$ cat config.mk
export PLATFORM = sky130hd
export DESIGN_NAME = spi_ctl_host
export DESIGN_NICKNAME = d
export VERILOG_FILES = /design/src/rtl/spi_ctl_pkg.sv /design/src/rtl/spi_ctl_regs.sv /design/src/rtl/spi_ctl_clkgen.sv /design/src/rtl/spi_ctl_engine.sv /design/src/rtl/spi_ctl_host.sv
export SDC_FILE = /design/constraint.sdc
export NUM_CORES = 1
export LEC_CHECK = 0
export ABC_CLOCK_PERIOD_IN_PS = 15950
export BUFFER_PORTS_ARGS = -buffer_cell sky130_fd_sc_hd__buf_2
export CAP_MARGIN = 15
export CORE_ASPECT_RATIO = 1.5
export CORE_UTILIZATION = 45
export DETAILED_ROUTE_END_ITERATION = 10
export SETUP_SLACK_MARGIN = 0.05
export SLEW_MARGIN = 20
export SYNTH_ARGS = -nofsm -noshare
export SYNTH_HDL_FRONTEND = slang
export SYNTH_SLANG_ARGS = --single-unit
$ cat constraint.sdc
create_clock -name clk -period 15.95 [get_ports clk]
set_input_delay 2.3925 -clock clk [delete_from_list [all_inputs] [get_ports clk]]
set_output_delay 2.3925 -clock clk [all_outputs]
set_load 0.05 [all_outputs]
$ cat src/rtl/spi_ctl_pkg.sv
package spi_ctl_pkg;
    localparam int WORD_W = 32;
    localparam int NWORDS = 4;
    localparam int LENF_W = $clog2(WORD_W);
    localparam int LEN_W  = LENF_W + 1;
    localparam int WIDX_W = $clog2(NWORDS);

    localparam int CTL_GO  = 0;
    localparam int CTL_LSB = 1 + 2 + LENF_W + WIDX_W;

    // packed order matches control bits [CTL_LSB:1]
    typedef struct packed {
        logic              lsb;
        logic [WIDX_W-1:0] last_word;
        logic [LENF_W-1:0] len_code;
        logic              tx_fall;
        logic              rx_fall;
    } xfer_cfg_t;

    localparam xfer_cfg_t CFG_RESET = '{lsb: 1'b0, last_word: '0, len_code: '0,
                                        tx_fall: 1'b1, rx_fall: 1'b0};

    typedef enum logic [1:0] {ST_IDLE, ST_LOAD, ST_SHIFT, ST_TAIL} xfer_state_t;
endpackage

$ cat src/rtl/spi_ctl_regs.sv
module spi_ctl_regs
    import spi_ctl_pkg::*;
#(
    parameter int ADDR_W = 5,
    parameter int DIV_W  = 16
) (
    input  logic                           clk,
    input  logic                           rst_n,
    input  logic                           bus_wr,
    input  logic [ADDR_W-1:0]              bus_addr,
    input  logic [31:0]                    bus_wdata,
    output logic [31:0]                    bus_rdata,
    input  logic                           busy,
    input  logic [NWORDS-1:0][WORD_W-1:0]  rx_words,
    output xfer_cfg_t                      cfg,
    output logic [DIV_W-1:0]               div,
    output logic                           ss_lvl,
    output logic [NWORDS-1:0][WORD_W-1:0]  tx_words,
    output logic                           start
);
    localparam int IDX_W     = ADDR_W - 2;
    localparam int DATA_BASE = 4;

    logic [IDX_W-1:0] idx;
    logic             hit;
    logic             wr_ok;

    assign idx   = bus_addr[ADDR_W-1:2];
    assign hit   = (bus_addr[1:0] == 2'b00);
    assign wr_ok = bus_wr && hit && !busy;
    assign start = wr_ok && (idx == '0) && bus_wdata[CTL_GO];

    always_ff @(posedge clk or negedge rst_n) begin
        if (!rst_n) begin
            cfg      <= CFG_RESET;
            div      <= '0;
            ss_lvl   <= 1'b0;
            tx_words <= '0;
        end else if (wr_ok) begin
            if (idx == IDX_W'(0)) cfg    <= bus_wdata[CTL_LSB:1];
            if (idx == IDX_W'(1)) div    <= bus_wdata[DIV_W-1:0];
            if (idx == IDX_W'(2)) ss_lvl <= bus_wdata[0];
            for (int n = 0; n < NWORDS; n++) begin
                if (idx == IDX_W'(DATA_BASE + n)) tx_words[n] <= bus_wdata;
            end
        end
    end

    always_comb begin
        bus_rdata = '0;
        if (hit) begin
            if (idx == IDX_W'(0)) bus_rdata[CTL_LSB:0] = {cfg, busy};
            if (idx == IDX_W'(1)) bus_rdata[DIV_W-1:0] = div;
            if (idx == IDX_W'(2)) bus_rdata[0]         = ss_lvl;
            for (int n = 0; n < NWORDS; n++) begin
                if (idx == IDX_W'(DATA_BASE + n)) bus_rdata = rx_words[n];
            end
        end
    end

    // configuration cannot move under a running burst
    p_cfg_frozen_r3: assert property (@(posedge clk) disable iff (!rst_n)
        (busy && $past(busy)) |-> ($stable(cfg) && $stable(div) && $stable(ss_lvl)));
endmodule

$ cat src/rtl/spi_ctl_clkgen.sv
module spi_ctl_clkgen #(
    parameter int DIV_W = 16
) (
    input  logic             clk,
    input  logic             rst_n,
    input  logic             run,
    input  logic [DIV_W-1:0] div,
    output logic             sclk,
    output logic             rise_stb,
    output logic             fall_stb
);
    logic [DIV_W-1:0] cnt_q;
    logic             half_end;

    assign half_end = run && (cnt_q == div);
    assign rise_stb = half_end && !sclk;
    assign fall_stb = half_end && sclk;

    always_ff @(posedge clk or negedge rst_n) begin
        if (!rst_n) begin
            cnt_q <= '0;
            sclk  <= 1'b0;
        end else if (!run) begin
            cnt_q <= '0;
            sclk  <= 1'b0;
        end else if (half_end) begin
            cnt_q <= '0;
            sclk  <= !sclk;
        end else begin
            cnt_q <= cnt_q + DIV_W'(1);
        end
    end

    // every burst opens with a low half period
    p_low_at_start_r4: assert property (@(posedge clk) disable iff (!rst_n)
        $rose(run) |-> !sclk);
    // half-period counter never runs past the divider
    p_cnt_bound_r4: assert property (@(posedge clk) disable iff (!rst_n)
        run |-> (cnt_q <= div));
endmodule

$ cat src/rtl/spi_ctl_engine.sv
module spi_ctl_engine
    import spi_ctl_pkg::*;
(
    input  logic                           clk,
    input  logic                           rst_n,
    input  logic                           start,
    input  xfer_cfg_t                      cfg,
    input  logic                           ss_lvl,
    input  logic [NWORDS-1:0][WORD_W-1:0]  tx_words,
    input  logic                           rise_stb,
    input  logic                           fall_stb,
    input  logic                           miso,
    output logic                           run,
    output logic                           busy,
    output logic                           ss,
    output logic                           mosi,
    output logic [NWORDS-1:0][WORD_W-1:0]  rx_words
);
    xfer_state_t       state_q, state_d;
    logic [LEN_W-1:0]  len, bit_q, bit_nx;
    logic [WIDX_W-1:0] word_q, word_nx;
    logic              last_bit, last_word, launch, capture;

    function automatic logic [LENF_W-1:0] bit_pos(input logic lsb_first,
                                                  input logic [LEN_W-1:0] length,
                                                  input logic [LEN_W-1:0] b);
        logic [LEN_W-1:0] mirrored;
        mirrored = length - LEN_W'(1) - b;
        return lsb_first ? b[LENF_W-1:0] : mirrored[LENF_W-1:0];
    endfunction

    assign len       = (cfg.len_code == '0) ? LEN_W'(WORD_W) : {1'b0, cfg.len_code};
    assign last_bit  = (bit_q == len - LEN_W'(1));
    assign last_word = (word_q == cfg.last_word);
    assign bit_nx    = last_bit ? '0 : bit_q + LEN_W'(1);
    assign word_nx   = last_bit ? word_q + WIDX_W'(1) : word_q;
    assign launch    = cfg.tx_fall ? (fall_stb && !(last_bit && last_word)) : rise_stb;
    assign capture   = cfg.rx_fall ? fall_stb : rise_stb;

    // state register
    always_ff @(posedge clk or negedge rst_n) begin
        if (!rst_n) state_q <= ST_IDLE;
        else        state_q <= state_d;
    end

    always_comb begin
        state_d = state_q;
        unique case (state_q)
            ST_IDLE:  if (start) state_d = ST_LOAD;
            ST_LOAD:  state_d = ST_SHIFT;
            ST_SHIFT: if (fall_stb && last_bit && last_word) state_d = ST_TAIL;
            ST_TAIL:  state_d = ST_IDLE;
        endcase
    end

    // outputs decoded from state
    always_comb begin
        busy = (state_q != ST_IDLE);
        run  = (state_q == ST_SHIFT);
        ss   = busy ? ss_lvl : !ss_lvl;
    end

    // shift datapath
    always_ff @(posedge clk or negedge rst_n) begin
        if (!rst_n) begin
            bit_q    <= '0;
            word_q   <= '0;
            mosi     <= 1'b0;
            rx_words <= '0;
        end else if (state_q == ST_LOAD) begin
            bit_q    <= '0;
            word_q   <= '0;
            mosi     <= tx_words[0][bit_pos(cfg.lsb, len, '0)];
            rx_words <= '0;
        end else if (state_q == ST_SHIFT) begin
            if (launch) begin
                mosi <= cfg.tx_fall ? tx_words[word_nx][bit_pos(cfg.lsb, len, bit_nx)]
                                    : tx_words[word_q][bit_pos(cfg.lsb, len, bit_q)];
            end
            if (capture) rx_words[word_q][bit_pos(cfg.lsb, len, bit_q)] <= miso;
            if (fall_stb) begin
                bit_q  <= bit_nx;
                word_q <= word_nx;
            end
        end
    end

    // the register file only forwards a start when the engine is idle
    p_start_idle_r3: assert property (@(posedge clk) disable iff (!rst_n)
        start |-> (state_q == ST_IDLE));
    // bit counter stays inside the programmed word length
    p_bit_range_r5: assert property (@(posedge clk) disable iff (!rst_n)
        (state_q == ST_SHIFT) |-> (bit_q < len));
    // word counter stays inside the programmed burst
    p_word_range_r6: assert property (@(posedge clk) disable iff (!rst_n)
        (state_q == ST_SHIFT) |-> (word_q <= cfg.last_word));
    // busy drops two cycles after the final falling strobe
    p_release_r11: assert property (@(posedge clk) disable iff (!rst_n)
        $fell(busy) |-> $past(fall_stb, 2));
endmodule

$ cat src/rtl/spi_ctl_host.sv
module spi_ctl_host
    import spi_ctl_pkg::*;
#(
    parameter int ADDR_W = 5,
    parameter int DIV_W  = 16
) (
    input  logic              clk,
    input  logic              rst_n,
    input  logic              bus_wr,
    input  logic [ADDR_W-1:0] bus_addr,
    input  logic [31:0]       bus_wdata,
    output logic [31:0]       bus_rdata,
    output logic              spi_ss,
    output logic              spi_sclk,
    output logic              spi_mosi,
    input  logic              spi_miso
);
    xfer_cfg_t                     cfg;
    logic [DIV_W-1:0]              div;
    logic                          ss_lvl, start, busy, run, rise_stb, fall_stb;
    logic [NWORDS-1:0][WORD_W-1:0] tx_words, rx_words;

    spi_ctl_regs #(.ADDR_W(ADDR_W), .DIV_W(DIV_W)) u_regs (
        .clk(clk), .rst_n(rst_n), .bus_wr(bus_wr), .bus_addr(bus_addr),
        .bus_wdata(bus_wdata), .bus_rdata(bus_rdata), .busy(busy),
        .rx_words(rx_words), .cfg(cfg), .div(div), .ss_lvl(ss_lvl),
        .tx_words(tx_words), .start(start)
    );

    spi_ctl_clkgen #(.DIV_W(DIV_W)) u_clkgen (
        .clk(clk), .rst_n(rst_n), .run(run), .div(div),
        .sclk(spi_sclk), .rise_stb(rise_stb), .fall_stb(fall_stb)
    );

    spi_ctl_engine u_engine (
        .clk(clk), .rst_n(rst_n), .start(start), .cfg(cfg), .ss_lvl(ss_lvl),
        .tx_words(tx_words), .rise_stb(rise_stb), .fall_stb(fall_stb),
        .miso(spi_miso), .run(run), .busy(busy), .ss(spi_ss),
        .mosi(spi_mosi), .rx_words(rx_words)
    );

    // serial clock is parked low outside a burst
    p_sclk_idle_r4: assert property (@(posedge clk) disable iff (!rst_n)
        !busy |-> !spi_sclk);
    // select sits at its inactive level outside a burst
    p_ss_idle_r10: assert property (@(posedge clk) disable iff (!rst_n)
        !busy |-> (spi_ss == !ss_lvl));
endmodule

### Word-level counts from Yosys, hierarchy flattened

Cells that the tools add are included.

* register bits after elaboration: 311
* output and inout port bits: 35
* input port bits: 41
* logic and storage cells: 138

* $lt $le $gt $ge: 7
* reduce and logical (&&, ||, !) cells: 37
* equality and inequality tests: 15
* $add $sub $neg: 6
* multiplexer cells: 52

Operators by type and width (number)
* $mux W128: 3
* $mux W32: 8
* $bmux W32 S2: 2
* $bwmux W128: 1
* $demux W32 S2: 1
* $mux W16: 3
* $mux W6: 5
* $reduce_and A2 Y1: 11
* $lt A5 B6 Y1 const B: 3
* $add A16 B1 Y16 const B: 1
* $eq A16 B16 Y1: 1
* $bmux W1 S5: 3
* $mux W5: 3
* $mux W1: 14
* $logic_and A1 B1 Y1: 13
* $eq A3 B3 Y1 const B: 4
* $mux W2: 6
* $mux W11: 1
* $reduce_bool A2 Y1: 5
* $sub A5 B5 Y5: 2
* $pmux W2 S4: 1
* $add A6 B1 Y6 const B: 1
* $eq A6 B6 Y1: 1
* $lt A2 B3 Y1 const B: 2
* 16 further kinds: 22

### Longest topological paths before layout

Gate-level depths: netlist of the first run.

* depth after elaboration: 15
* mapped depth: 24
* depth with buffers taken out: 21

### By module

From an unflattened synthesis of the first run, not the netlist that was laid out.

* cells, all modules: 1924
* area, all modules: 19234.7 um2

By module, submodules not included
* spi_ctl_engine: cells an instance 1279, area an instance 10978.0 um2, instances 1
* spi_ctl_regs: cells an instance 540, area an instance 7253.2 um2, instances 1
* spi_ctl_clkgen: cells an instance 105, area an instance 1003.5 um2, instances 1

### Worst setup path after synthesis of the first run

No wires, ideal clock.

* path kind: input to output
* start point: input bus_addr[2]
* end point: output bus_rdata[11]
* arrival: 4.981 ns
* required time: 13.558 ns
* setup slack: 8.577 ns
* buffers on the path: 4
* cell stages on the path: 8
* path through: clkbuf_1 > clkbuf_1 > clkbuf_1 > buf_1 > mux2i_1 > o21ai_0 > a22oi_1 > nor2_1

* word-level cells in the longest chain between the ends: 7

Ends and longest elaborated chain
* start, declared: RTL line spi_ctl_host.sv:10 `input logic [ADDR_W-1:0] bus_addr,`
* $eq A3 B1 Y1: RTL line spi_ctl_regs.sv:53 `if (idx == IDX_W'(1)) bus_rdata[DIV_W-1:0] = div;`
* $mux W16: RTL line spi_ctl_regs.sv:53
* $mux W32 (3 in a row): RTL line spi_ctl_regs.sv:56 `if (idx == IDX_W'(DATA_BASE + n)) bus_rdata = rx_words[n];`
* $mux W32 (*): RTL line spi_ctl_regs.sv:56
* $mux W32 (*): RTL line spi_ctl_regs.sv:51 `if (hit) begin`
* end, declared: RTL line spi_ctl_host.sv:12 `output logic [31:0] bus_rdata,`

Every way passes the cells marked *; elsewhere a longest branch is shown, timed or not.

### Worst setup path after layout of the first run

* start point: input bus_addr[3]
* end point: output bus_rdata[0]

* word-level cells in the longest chain between the ends: 9

Ends and longest elaborated chain
* $logic_not A3 Y1: RTL line spi_ctl_regs.sv:52 `if (idx == IDX_W'(0)) bus_rdata[CTL_LSB:0] = {cfg, busy};`
* $mux W11: RTL line spi_ctl_regs.sv:52
* $mux W16: RTL line spi_ctl_regs.sv:53
* $mux W1: RTL line spi_ctl_regs.sv:54 `if (idx == IDX_W'(2)) bus_rdata[0] = ss_lvl;`
* $mux W32 (3 in a row): RTL line spi_ctl_regs.sv:56
* $mux W32 (*): RTL line spi_ctl_regs.sv:56
* $mux W32 (*): RTL line spi_ctl_regs.sv:51

Marks and branches as above.

==> results of run 1 <==
## registers in the layout (all words and copies together) (netlist names)
| register | cells |
|---|---|
| u_regs.ss_lvl | 1 |
| u_engine.bit_q | 6 |
| u_engine.word_q | 2 |
| u_clkgen.cnt_q | 16 |
| u_engine.state_q | 2 |
| u_engine.rx_words | 128 |
| u_clkgen.sclk | 1 |
| u_engine.mosi | 1 |
| u_regs.cfg | 10 |
| u_regs.tx_words | 128 |
| u_regs.div | 16 |
## cells by family (layout without fill, tap and decap cells)
logic type      Yosys count  count (layout)
buf+inv                 159             190
fa+ha+maj                21              21
flops                   311             311
compound gates          385             385
simple gates            579             579
mux                     333             333
xor+xnor                 49              49
## through the flow
stage	cell area (µm²)	setup WS (ns)	util	std cells
after floorplan	18700	8.58	-	1837
after global placement	19600	9.02	0.476	2365
after detailed placement	19600	9.00	0.476	2365
after CTS	20700	8.99	0.504	2426
after global routing	20700	8.84	0.504	2426
final	20700	8.96	0.504	2426
## worst register-to-register path: stages, from the launching register on
cell and delay (ns):
dfrtp_1 0.32, buf_4 0.26, inv_1 0.14, ha_1 0.45, inv_1 0.20, ha_1 0.34, nand3_1 0.13, or2_2 0.39
nor2_2 0.44, nor2_1 0.09, ha_1 0.32, nor2_2 0.08, nor3_1 0.38, a21o_1 0.72, buf_4 0.39, mux4_1 0.58
mux2_2 0.27, a211oi_1 0.32, o211ai_1 0.13, a311oi_1 0.34, o21ai_1 0.12
## power breakdown
part,switching [W],total (W),internal (W)
combinational,0.00152,0.00241,0.000889
sequential,0.000237,0.00126,0.00103
clock,0.000332,0.000823,0.000491
## Yosys cell counts (4+ instances only)
library cell  count
a211oi_1          7
xor2_1           18
xnor2_1          26
o21ai_1         134
a2111oi_0         7
nor2_1           38
nor4_2            8
mux2i_1          97
o31ai_1           5
buf_2            17
nand2_1         376
o22ai_1           8
nor3_1           15
mux2_2          161
ha_1             19
nand4_1          10
a21o_1           10
clkbuf_1        103
buf_4             4
mux4_1            4
a22o_1            4
o21ai_0          53
nand3_1          21
mux4_2           71
and3_1           37
a21oi_1          38
nor3_2           17
a311oi_1          7
dfrtp_1         310
o211ai_1          7
nand2b_1         24
and2_1           10
inv_1            16
buf_1            15
a31oi_1          11
a22oi_1          69
xnor2_2           5
## metal layers
| layer | up-vias | share of wire |
|---|---|---|
| li1 | 6666 | - |
| met1 | 7576 | 0.40 |
| met2 | 492 | 0.51 |
| met3 | 140 | 0.044 |
| met4 | 0 | 0.044 |
| met5 | - | 0 |
## area by class of cell
class	count	area share
Clock buffer	54	0.0531
Tap cell	558	0.0337
Clock inverter	7	0.00344
Sequential cell	311	0.376
Inverter	19	0.00344
Multi-Input combinational cell	1367	0.499
Timing Repair Buffer	110	0.0314
## path summary, 6_finish.rpt
path                                                         start                            endpoint  slack [ns]  cells after the start
max in group asynchronous                                    rst_n        u_clkgen.cnt_q[14]$_DFF_PN0_       12.39                      2
worst max-delay path                                   bus_addr[3]                        bus_rdata[0]        8.96                      7
min in group asynchronous                                    rst_n   u_engine.rx_words[25]$_DFFE_PN0P_        1.92                      1
worst max register to register           u_regs.cfg[2]$_DFFE_PN0P_           u_engine.mosi$_DFFE_PN0P_        9.41                     20
worst min register to register  u_engine.rx_words[110]$_DFFE_PN0P_  u_engine.rx_words[110]$_DFFE_PN0P_        0.51                      2
worst min-delay path            u_engine.rx_words[110]$_DFFE_PN0P_  u_engine.rx_words[110]$_DFFE_PN0P_        0.51                      2
==> flow_summary.ini, run 1 <==
[status]
status = completed

[logic_synthesis]
yosysSeqAreaShare = 0.416
async_reset_ff_frac = 1.00
synth_area_um2 = 18700
synthXorXnorAreaFrac = 0.0249
synthCells = 1837
syn-mean-instance-area_um2 = 10.2
synth_enable_flop_cells = 0
synth_top_area_frac = 0.414
synth_top_family_by_area = multiplexers
synth_area_leaders = dfrtp_1 (41%), mux2_2 (9.7%), mux4_2 (8.5%)
ys_seq_elements = 311
synth_adder_area_share = 0.0148
syn_nets = 1899
synth_top_area_cell = dfrtp_1
synthMuxAreaShare = 0.240
synth-simple-area-share = 0.144
yosys_warnings = 0
ys.flop_type = dfrtp_1
synthDistinctLibCells = 74
synth_compound_area_frac = 0.127

[clocking]
cts_setup_buffers = 0
cts_tree = done
cts_buffers = 34
htreeDepth = 2
cts-root-buf = clkbuf_16
clock_latency_ns = 0.53
clkSinkCount = 311
path_clk_slew_ns = 0.06
hold_buffers = 0
postCtsResizedCells = 0
clockBufferDepth = 3

[sta]
fin_skew_ns = 0.0141
worstMarginPinSlew_ns = 1.16
fin_worst_hold_slack_ns = 0.511
setup_viol = 0
final.period_utilization = 0.439
setup_tns_ns = 0
rsz0062_at_grt = false
hold_viol_final = 0
fmax_mhz = 143
relSlewSlack = 0.225
finalCriticalPeriod_ns = 6.99
slew_violations = 0

[global_route]
grt_start_max_net_pins = 111
grt_busiest_layer = met2
use_met3 = 0.0344
antenna_found_initial = 0
track_usage = 0.268
overflow = 0
grtUsageMet1 = 0.325
grt_pass1_wl_mm = 88.8
globalRouteMet2Util = 0.472
first_global_vias = 15372

[cells_and_area]
seqCellArea_um2 = 7790
layout_commonest_cell = nand2_1
syn2layout_area_growth_pct = 10.7
n_antenna_cell = 0
final_cell_mix = nand2_1 (375), dfrtp_1 (308), mux2_2 (161)
drive_gt1_frac = 0.243
fill_cells = 3762
nets = 1905
multiInputGateArea_um2 = 10300

[routing]
via_per_inst = 6.13
wl_per_cell_um = 22.9
post-route-drc-count = 0
vias = 14874
drt_wl_total_mm = 55.6
drt.antenna.violating_nets = 0
drt-initial-drc-count = 1198
dr.pass1.iters = 7

[worst_setup_path]
path_max_fanout = 43
cp_data_arrival_time_ns = 4.60
cp_cell_sequence = buf_2, buf_4, and2_1, nand2_1, o21ai_0, nor2_1, buf_2
start_kind = input port
cpMostUsedCell = buf_2
path_class = in2out
cp_slowest_cell = and2_1
worst-endpoint-required_ns = 13.56
cpPeakStageDelay_ns = 0.52
crit_buf_inv = 3
critPathTopFamily = simple AND/OR/NAND/NOR gates
cp-end-kind = output pin

[power]
power_leakage_nw = 9.60
power_density_nw_per_um2 = 217
vdd_drop_max_uv = 130
total_power_w = 0.00450

[die]
io_pins = 76
core_area_um2 = 41100
die-height_um = 252
initial_utilization = 0.455
die_x_um = 169
num_rows = 91
dieArea_um2 = 42400

[job]
drv_cap = 0

[placed_design]
port_buffers = 75
dp_hpwl_mm = 36.8
gp_congestion = 0.938

[worst_hold_path]
hp-class = reg2reg
Power figures use the tool's default switching activity.
==> inputs of run 2 (changes only) <==
Settings changed: ABC_AREA set to 1, ABC_CLOCK_PERIOD_IN_PS 15950 to 6350.
Clock period 15.95 ns to 6.35 ns, I/O delays scaled along.
==> flow_summary.ini, run 2 <==
[routing]
vias = 17177
wl_per_cell_um = 20.4
drt.antenna.violating_nets = 0
drt_wl_total_mm = 59.8
drt-initial-drc-count = 1546
dr.pass1.iters = 9
post-route-drc-count = 2
via_per_inst = 5.86

[cells_and_area]
final_cell_mix = nand2_1 (652), o21ai_0 (411), dfrtp_1 (309)
top_regs = u_engine.rx_words (128), u_regs.tx_words (128)
final_util = 0.498
nets = 2469
final_design_area_no_fill_um2 = 19600
drive_gt1_frac = 0.0839
syn2layout_area_growth_pct = 8.82
n_antenna_cell = 0
layout_commonest_cell = nand2_1

[power]
vdd_drop_max_uv = 215
power_frac_seq = 0.483
combinationalPowerShare = 0.037
power_frac_clock = 0.480
power_leakage_nw = 8.37
switchingPower_w = 0.000961
power_density_nw_per_um2 = 210
p_sw_frac = 0.233
internal_power_w = 0.00317

[clocking]
clkSinkCount = 311
cts_setup_buffers = 0
cts-root-buf = clkbuf_16
hold_buffers = 0
cts_tree = done
clock_latency_ns = 0.54
postCtsResizedCells = 0
path_clk_slew_ns = 0.07
clockBufferDepth = 3
cts_buffers = 34
htreeDepth = 2

[worst_setup_path]
worst-endpoint-required_ns = 6.78
start_kind = register
rr_endpoint = u_engine.mosi$_DFFE_PN0P_
cp-end-kind = register
rr_worst_depth = 21
path_max_fanout = 17
path_class = reg2reg
reg2reg_from = u_regs.cfg[2]$_DFFE_PN0P_
cp_data_arrival_time_ns = 5.12
reg2reg_slack_ns = 1.65

[logic_synthesis]
yosysSeqAreaShare = 0.431
synth_top_area_frac = 0.430
synthTopCellsByCount = nand2_1 (656), o21ai_0 (411), dfrtp_1 (310)
ys_seq_elements = 311
syn-mean-instance-area_um2 = 7.43
synth_area_leaders = dfrtp_1 (43%), nand2_1 (14%), o21ai_0 (11%)
synth_most_common_cell = nand2_1
synthDistinctLibCells = 47
synth_area_um2 = 18100
ys.flop_type = dfrtp_1
syn_nets = 2492
synth_top_area_cell = dfrtp_1
async_reset_ff_frac = 1.00
synth_enable_flop_cells = 0
synthCells = 2430
yosys_warnings = 0

[global_route]
antenna_found_initial = 0
grt_start_max_net_pins = 148
grt_pass1_wl_mm = 92.8
overflow = 0
first_global_vias = 16280
track_usage = 0.295

[placed_design]
gp_congestion = 0.926
dp_hpwl_mm = 38.8
placed_cell_area_um2 = 18500
port_buffers = 75

[worst_hold_path]
hp-class = in2async

[die]
initial_utilization = 0.458
core_area_um2 = 39400
io_pins = 76
num_rows = 89
dieArea_um2 = 40900
die-height_um = 247
die_x_um = 166

[job]
drv_cap = 0

[sta]
fin_skew_ns = 0.0152
setup_tns_ns = 0
worstMarginPinSlew_ns = 1.09
fmax_mhz = 213
slew_violations = 0
setup_viol = 0
rsz0062_at_grt = false
final.period_utilization = 0.740
relSlewSlack = 0.276
finalCriticalPeriod_ns = 4.70
hold_viol_final = 0

[status]
failed_checks = design-rule violations
status = finished, violations left
[run 2: logic make-up (layout without fill, tap and decap cells)]
| group | count (synthesis) | in the layout | share of synthesized area |
|---|---|---|---|
| flops | 311 | 311 | 0.431 |
| simple gates | 995 | 995 | 0.224 |
| buf+inv | 349 | 351 | 0.0821 |
| xor+xnor | 22 | 22 | 0.0107 |
| fa+ha+maj | 21 | 21 | 0.0154 |
| compound gates | 732 | 732 | 0.236 |
[run 2: worst max-delay path, stage by stage (launching register included)]
cell     delay [ns]
dfrtp_1        0.57
inv_1          0.13
ha_1           0.25
xnor2_1        0.36
inv_1          0.16
ha_1           0.36
nand2_1        0.10
nor3_2         0.32
nand3_4        0.22
nand2_1        0.10
inv_1          0.06
ha_1           0.30
o21ai_2        0.61
inv_2          0.31
nand3_1        0.18
nand3_1        0.08
nand3_1        0.10
nand3_1        0.10
nand3_1        0.10
nand3_1        0.07
nand2_1        0.06
a21oi_1        0.05
[run 2: per-layer routing]
| layer | vias up | share of wire | GRT usage |
|---|---|---|---|
| li1 | 8166 | - | - |
| met1 | 8203 | 0.39 | 0.359 |
| met2 | 643 | 0.51 | 0.511 |
| met3 | 165 | 0.057 | 0.0374 |
| met4 | 0 | 0.046 | 0.138 |
| met5 | - | 0 | 0 |
[run 2: power groups by stage]
stage | Clock [W] | Combinational, W | Sequential [W]
6_report | 0.00198 | 0.000154 | 0.00199
3_5_place_dp | 0 | 0.000156 | 0.00203
4_1_cts | 0.00203 | 0.000157 | 0.00199
2_1_floorplan | 0 | 0.0000693 | 0.00203
5_1_grt | 0.00209 | 0.000170 | 0.00199
3_3_place_gp | 0 | 0.000155 | 0.00203
[run 2: final cells by class]
cell class | count | area [µm²]
clock buffer | 53 | 1020
timing repair buffer | 106 | 631
tap | 500 | 626
multi-input combinational | 1770 | 8820
inverter | 184 | 691
clock inverter | 8 | 75.1
sequential | 311 | 7780
fill | 3955 | 19800
[run 2: how the worst max path moves through the flow]
stage	start	endpoint	slack, ns	cells past startpoint
detailed placement	u_regs.cfg[2]$_DFFE_PN0P_	u_engine.mosi$_DFFE_PN0P_	1.69	21
finish	u_regs.cfg[2]$_DFFE_PN0P_	u_engine.mosi$_DFFE_PN0P_	1.65	21
CTS	u_regs.cfg[2]$_DFFE_PN0P_	u_engine.mosi$_DFFE_PN0P_	1.69	21
global route	u_regs.cfg[2]$_DFFE_PN0P_	u_engine.mosi$_DFFE_PN0P_	1.21	21
global placement	u_regs.cfg[2]$_DFFE_PN0P_	u_engine.mosi$_DFFE_PN0P_	1.90	21
floorplan	u_regs.cfg[2]$_DFFE_PN0P_	u_engine.mosi$_DFFE_PN0P_	2.46	25
[run 2: through the flow]
| step | setup WS (ns) | hold WS [ns] | cells | total power, W |
|---|---|---|---|---|
| final | 1.65 | 0.454 | 2932 | 0.00413 |
| after detailed placement | 1.69 | 0.463 | 2871 | 0.00219 |
| after global placement | 1.90 | 0.458 | 2871 | 0.00218 |
| after global routing | 1.21 | 0.492 | 2932 | 0.00426 |
| after CTS | 1.69 | 0.479 | 2932 | 0.00418 |
| after floorplan | 2.46 | 0.446 | 2430 | 0.00210 |
